`src/rtl/cps_pkg.sv`:
```
package cps_pkg;

  typedef enum logic [3:0] {
    ST_ON,
    ST_PD_REQ,
    ST_PD_RST,
    ST_PD_CLAMP,
    ST_OFF,
    ST_PU_PWR,
    ST_PU_UNCLAMP,
    ST_PU_DBG,
    ST_PU_POR,
    ST_PU_CORE,
    ST_PU_VEC
  } cps_state_e;

  typedef struct packed {
    logic dbg_req;
    logic por_n;
    logic core_rst_n;
    logic vec_rst_n;
    logic core_clamp;
    logic vec_clamp;
    logic core_pwr_en;
    logic vec_pwr_en;
  } cps_out_t;

  function automatic logic cps_terminal(input cps_state_e s);
    return (s == ST_ON) || (s == ST_OFF);
  endfunction

  // Output pattern of each state; vl says whether the vector domain is live
  function automatic cps_out_t cps_decode(input cps_state_e s, input logic vl);
    cps_out_t o;
    o.dbg_req     = 1'b1;
    o.por_n       = 1'b0;
    o.core_rst_n  = 1'b0;
    o.vec_rst_n   = 1'b0;
    o.core_clamp  = 1'b1;
    o.vec_clamp   = 1'b1;
    o.core_pwr_en = 1'b1;
    o.vec_pwr_en  = vl;
    case (s)
      ST_ON, ST_PD_REQ: begin
        o.dbg_req    = (s == ST_PD_REQ);
        o.por_n      = 1'b1;
        o.core_rst_n = 1'b1;
        o.vec_rst_n  = vl;
        o.core_clamp = 1'b0;
        o.vec_clamp  = !vl;
      end
      ST_PD_RST: begin
        o.core_clamp = 1'b0;
        o.vec_clamp  = !vl;
      end
      ST_PD_CLAMP, ST_PU_PWR: ;
      ST_OFF: begin
        o.core_pwr_en = 1'b0;
        o.vec_pwr_en  = 1'b0;
      end
      ST_PU_UNCLAMP, ST_PU_DBG, ST_PU_POR, ST_PU_CORE, ST_PU_VEC: begin
        o.core_clamp = 1'b0;
        o.vec_clamp  = !vl;
        o.dbg_req    = (s == ST_PU_UNCLAMP);
        o.por_n      = (s != ST_PU_UNCLAMP) && (s != ST_PU_DBG);
        o.core_rst_n = (s == ST_PU_CORE) || (s == ST_PU_VEC);
        o.vec_rst_n  = (s == ST_PU_VEC);
      end
      default: ;
    endcase
    return o;
  endfunction

endpackage

```
`src/rtl/cps_timer.sv`:
```
module cps_timer #(
  parameter int W = 5
) (
  input  logic         clk,
  input  logic         rst,
  input  logic         load,
  input  logic [W-1:0] load_val,
  output logic         zero
);

  logic [W-1:0] cnt_q;

  always_ff @(posedge clk) begin
    if (rst) begin
      cnt_q <= '0;
    end else if (load) begin
      cnt_q <= load_val;
    end else if (cnt_q != '0) begin
      cnt_q <= cnt_q - 1'b1;
    end
  end

  assign zero = (cnt_q == '0);

endmodule

```
`src/rtl/cps_fsm.sv`:
```
module cps_fsm
  import cps_pkg::*;
#(
  parameter int RST_HOLD = 8,
  parameter int SETTLE   = 16,
  parameter int CW       = 5
) (
  input  logic          clk,
  input  logic          rst,
  input  logic          pd_cmd,
  input  logic          pu_cmd,
  input  logic          vec_en,
  input  logic          dbg_ack,
  input  logic          tmr_zero,
  output cps_state_e    state_q,
  output cps_state_e    state_d,
  output logic          vl_d,
  output logic          tmr_load,
  output logic [CW-1:0] tmr_val
);

  localparam logic [CW-1:0] HOLD_LD   = CW'(RST_HOLD - 1);
  localparam logic [CW-1:0] SETTLE_LD = CW'(SETTLE - 1);

  logic vl_q;

  always_comb begin
    state_d = state_q;
    vl_d    = vl_q;
    case (state_q)
      ST_ON:         if (pd_cmd) state_d = ST_PD_REQ;
      ST_PD_REQ:     if (dbg_ack) state_d = ST_PD_RST;
      ST_PD_RST:     if (tmr_zero) state_d = ST_PD_CLAMP;
      ST_PD_CLAMP:   state_d = ST_OFF;
      ST_OFF: begin
        if (pu_cmd) begin
          state_d = ST_PU_PWR;
          vl_d    = vec_en;
        end
      end
      ST_PU_PWR:     if (tmr_zero) state_d = ST_PU_UNCLAMP;
      ST_PU_UNCLAMP: state_d = ST_PU_DBG;
      ST_PU_DBG:     state_d = ST_PU_POR;
      ST_PU_POR:     state_d = ST_PU_CORE;
      ST_PU_CORE:    state_d = vl_q ? ST_PU_VEC : ST_ON;
      ST_PU_VEC:     state_d = ST_ON;
      default:       state_d = ST_ON;
    endcase
  end

  always_comb begin
    tmr_load = 1'b0;
    tmr_val  = HOLD_LD;
    if (state_d == ST_PD_RST && state_q != ST_PD_RST) begin
      tmr_load = 1'b1;
    end else if (state_d == ST_PU_PWR && state_q != ST_PU_PWR) begin
      tmr_load = 1'b1;
      tmr_val  = SETTLE_LD;
    end
  end

  always_ff @(posedge clk) begin
    if (rst) begin
      state_q <= ST_ON;
      vl_q    <= 1'b1;
    end else begin
      state_q <= state_d;
      vl_q    <= vl_d;
    end
  end

endmodule

```
`src/rtl/cps_outreg.sv`:
```
module cps_outreg
  import cps_pkg::*;
(
  input  logic       clk,
  input  logic       rst,
  input  cps_state_e state_q,
  input  cps_state_e state_d,
  input  logic       vl_d,
  output cps_out_t   out_q,
  output logic       busy_q,
  output logic       done_q
);

  always_ff @(posedge clk) begin
    if (rst) begin
      out_q  <= cps_decode(ST_ON, 1'b1);
      busy_q <= 1'b0;
      done_q <= 1'b0;
    end else begin
      out_q  <= cps_decode(state_d, vl_d);
      busy_q <= !cps_terminal(state_d);
      done_q <= cps_terminal(state_d) && !cps_terminal(state_q);
    end
  end

endmodule

```
`src/rtl/core_pwr_seq.sv`:
```
module core_pwr_seq
  import cps_pkg::*;
#(
  parameter int RST_HOLD = 8,
  parameter int SETTLE   = 16
) (
  input  logic clk,
  input  logic rst,
  input  logic pd_cmd,
  input  logic pu_cmd,
  input  logic vec_en,
  input  logic dbg_ack,
  output logic dbg_req,
  output logic por_n,
  output logic core_rst_n,
  output logic vec_rst_n,
  output logic core_clamp,
  output logic vec_clamp,
  output logic core_pwr_en,
  output logic vec_pwr_en,
  output logic busy,
  output logic done
);

  localparam int MAXC = (RST_HOLD > SETTLE) ? RST_HOLD : SETTLE;
  localparam int CW   = $clog2(MAXC + 1);

  cps_state_e    state_q, state_d;
  logic          vl_d, tmr_load, tmr_zero;
  logic [CW-1:0] tmr_val;
  cps_out_t      out_q;

  cps_fsm #(.RST_HOLD(RST_HOLD), .SETTLE(SETTLE), .CW(CW)) u_fsm (
    .clk(clk), .rst(rst), .pd_cmd(pd_cmd), .pu_cmd(pu_cmd), .vec_en(vec_en),
    .dbg_ack(dbg_ack), .tmr_zero(tmr_zero), .state_q(state_q), .state_d(state_d),
    .vl_d(vl_d), .tmr_load(tmr_load), .tmr_val(tmr_val)
  );

  cps_timer #(.W(CW)) u_tmr (
    .clk(clk), .rst(rst), .load(tmr_load), .load_val(tmr_val), .zero(tmr_zero)
  );

  cps_outreg u_out (
    .clk(clk), .rst(rst), .state_q(state_q), .state_d(state_d), .vl_d(vl_d),
    .out_q(out_q), .busy_q(busy), .done_q(done)
  );

  assign dbg_req     = out_q.dbg_req;
  assign por_n       = out_q.por_n;
  assign core_rst_n  = out_q.core_rst_n;
  assign vec_rst_n   = out_q.vec_rst_n;
  assign core_clamp  = out_q.core_clamp;
  assign vec_clamp   = out_q.vec_clamp;
  assign core_pwr_en = out_q.core_pwr_en;
  assign vec_pwr_en  = out_q.vec_pwr_en;

endmodule

```
`config.mk`:
```
export PLATFORM = sky130hd
export DESIGN_NAME = core_pwr_seq
export DESIGN_NICKNAME = d
export VERILOG_FILES = /design/src/rtl/cps_pkg.sv /design/src/rtl/cps_timer.sv /design/src/rtl/cps_fsm.sv /design/src/rtl/cps_outreg.sv /design/src/rtl/core_pwr_seq.sv
export SDC_FILE = /design/constraint.sdc
export NUM_CORES = 1
export LEC_CHECK = 0
export BUFFER_PORTS_ARGS = -buffer_cell sky130_fd_sc_hd__buf_4
export CORE_ASPECT_RATIO = 0.75
export CORE_MARGIN = 1
export CORE_UTILIZATION = 35
export CTS_CLUSTER_DIAMETER = 50
export CTS_CLUSTER_SIZE = 16
export DETAILED_ROUTE_END_ITERATION = 16
export PLACE_DENSITY_LB_ADDON = 0.12
export SETUP_SLACK_MARGIN = 0.02
export SLEW_MARGIN = 25
export SYNTH_ARGS = -nofsm -noshare
export SYNTH_HDL_FRONTEND = slang
export SYNTH_HIERARCHICAL = 1
export SYNTH_SLANG_ARGS = --single-unit
```
`constraint.sdc`:
```
create_clock -name clk -period 6.32 [get_ports clk]
set_input_delay 0.948 -clock clk [delete_from_list [all_inputs] [get_ports clk]]
set_output_delay 0.948 -clock clk [all_outputs]
set_load 0.01 [all_outputs]
```
==> summary.md <==
| Metric | Value |
|---|---|
| Run status | complete, no violations |
| Post-detailed-route wirelength per cell | 12.3 um |
| Fin crit period | 2.61 ns |
| Max-cap violation count | 0 |
| Hold WC Path Type | flop to flop |
| Leakage | 0.000472 uW |
| CP max FO | 9 |
| Combinational share of power | 0.300 |
| Clk sinks | 20 |
| Clock tree from TritonCTS | done |
| Worst setup EP type | flop |
| Multi-input combinational cell area | 566 sq um |
| CTS resizes | 0 |
| Register area | 400 sq um |
| Initial Util | 0.388 |
| Initial DRT Pass Iterations | 4 |
| Synth area leader | dfxtp_1 |
| Ys async rst share | 0 |
| Synth top area share | 0.373 |
| # Post-CTS Setup Buffers | 0 |
| Die Wd | 65.9 um |
| Synth top cells by count | 20 x dfxtp_1, 9 x inv_1, 8 x nand2_1 |
| Routed wl met3 | 85 um |
| RD Place Congestion | 0.745 |
| First-pass GRT wire length | 3.44 mm |
| Fin Setup TNS | 0 ns |
| Drt initial violations | 28 |
| DR WL met2 | 843 um |
| Cell Int Power | 294 uW |
| Hold WS | 0.560 ns |
| Max-slew violations | 0 |
| Total grt overflow | 0 |
| Core Area | 0.00276 sq mm |
| H-tree depth | 1 |
| Max Buffers Root-to-Sink | 2 |
| Via count | 835 |
| Clk slew on worst S/H paths | 0.08 ns |
| Die Y | 49.9 um |
| Post-synth top flop | dfxtp_1 |
| Relative slew slack | 0.549 |
| Area Growth Syn to Fin | 14.6% |
| Antenna cells | 0 |
| Cts bufs inserted | 3 |
| # setup viols final | 0 |
| Sw Ratio | 0.299 |
| Worst-case vdd ir drop | 192 uV |
| Fill count | 269 |
| WL met1 | 1.08 mm |
| Total Routing Usage GR | 0.137 |
| Layout cells sized above 1 | 0.219 |
| Hold Vio Cnt, Final | 0 |
| NetSw | 125 uW |
| RSZ-0062 raised after global routing | no |
| DR vias/cell | 5.09 |
| Synthesized area | 0.00107 sq mm |
| Largest net degree at the start of global routing | 20 |
| DRC | 0 |
| Routed Antenna Nets | 0 |
| Clock power share | 0.305 |
| Worst Path Required | 6.47 ns |
| Final Skew | 0.00247 ns |
| Startpoint Class | flop |
| Top post-synthesis cells by area | dfxtp_1 37%, buf_6 4.2%, inv_1 3.2% |
| CTS Root Cell | clkbuf_8 |
| Initial antenna violation count | 0 |
| Ys Warns | 6 |
| Final wirelength | 2.02 mm |
| Sequential element share of the synthesized area | 0.373 |
| Yosys cell types | 52 |
| EDFF count, synth | 0 |
| Clk Latency, worst-skew pair | 0.26 ns |
| Most frequent cell after synthesis | dfxtp_1 |
| Nets | 136 |
| PortBufs | 15 |
| CP Class | flop to flop |
| Fmax | 384 MHz |
| Part of the power in registers | 0.396 |
| Cell Rows | 16 |
| Yosys reg bits | 20 |
| PD cells | 342 mW/mm^2 |
| Num ports | 16 |
| Worst-Margin Slew | 0.676 ns |
| DP Wirelength | 1.47 mm |
| Top layer reached by signal wires | met4 |
| Hold_buf cts | 0 |
| Die ar. | 0.00329 sq mm |
| Final period utilization | 0.412 |
| Crit path arrival time | 2.75 ns |
| Avg Cell Area, Syn | 9.24 sq um |
| Post-Syn Instances | 116 |
| Vias in the first global route | 800 |
| R2r setup slk | 3.71 ns |
==> cells by family (layout without fill, tap and decap cells) <==
kind of cell | count (synthesis) | in the layout | share of synthesized area
mux | 1 | 1 | 0.00934
other cells | 2 | 4 | 0.00700
buf+inv | 18 | 28 | 0.106
compound gates | 28 | 28 | 0.202
fa+ha+maj | 2 | 2 | 0.0210
xor+xnor | 3 | 3 | 0.0245
simple gates | 42 | 42 | 0.257
flops | 20 | 20 | 0.373
==> cell type report <==
type                       instances  share of cell area
multi-input combinational         80               0.460
sequential                        20               0.326
timing repair buffer              15              0.0916
tap                               36              0.0367
clock buffer                       3              0.0336
inverter                           9              0.0275
clock inverter                     1              0.0244
==> worst paths after layout <==
| path | cells past startpoint | to | startpoint |
|---|---|---|---|
| worst max-delay path | 9 | u_out/out_q[2] | u_tmr/cnt_q[0] |
| worst min-delay path | 2 | u_tmr/cnt_q[4] | u_tmr/cnt_q[4] |
| worst max register to register | 9 | u_out/out_q[2] | u_tmr/cnt_q[0] |
| worst min register to register | 2 | u_tmr/cnt_q[4] | u_tmr/cnt_q[4] |
==> layer usage <==
layer / GRT usage / up-vias
met5: 0 / -
met4: 0.0217 / 0
met3: 0.0556 / 2
met2: 0.224 / 14
met1: 0.170 / 381
li1: - / 438
==> metrics by stage <==
step / std cells / worst slack (ns) / utilization / area, sq um / total power (uW)
4_1_cts: 164 / 3.74 / 0.445 / 1230 / 423
3_3_place_gp: 160 / 3.79 / 0.419 / 1160 / 291
6_report: 164 / 3.71 / 0.445 / 1230 / 420
5_1_grt: 164 / 3.43 / 0.445 / 1230 / 451
3_5_place_dp: 160 / 3.76 / 0.419 / 1160 / 293
2_1_floorplan: 118 / 4.09 / - / 1080 / 266
==> worst max-delay path, stage by stage, from the launching register on <==
cell and delay (ns):
dfxtp_1 0.33, inv_1 0.08, ha_1 0.22, nor4b_4 0.43, mux2i_1 0.19, a2bb2oi_1 0.18
o22ai_1 0.56, inv_1 0.13, o21ai_0 0.26, a31oi_1 0.11
==> cell usage in the layout (no fill, tap or decap), types with 2 or more instances in the layout <==
cell type / n
nand3_1: 2
nand2b_1: 4
nand2_1: 8
nand3b_1: 2
o21a_1: 2
xnor2_1: 2
nor4_2: 2
nor3_1: 3
a21oi_1: 3
a32oi_1: 2
conb_1: 4
or3_1: 2
clkbuf_8: 3
o21ai_0: 3
nor2_1: 6
a31oi_1: 2
inv_1: 9
buf_4: 15
nor4_1: 2
dfxtp_1: 20
==> power by group through the flow <==
stage	registers [uW]	clock network (uW)	logic [uW]
after floorplan	165	0	101
after global placement	168	0	123
after detailed placement	168	0	125
after CTS	165	132	126
after global routing	169	140	142
final	166	128	126
==> flip-flops by register name, indices dropped and copies added (netlist names) <==
register and flops:
u_fsm/state_q 4, u_fsm/vl_q 1, u_out/busy_q 1, u_out/done_q 1, u_out/out_q 8, u_tmr/cnt_q 5
Power figures use the tool's default switching activity.
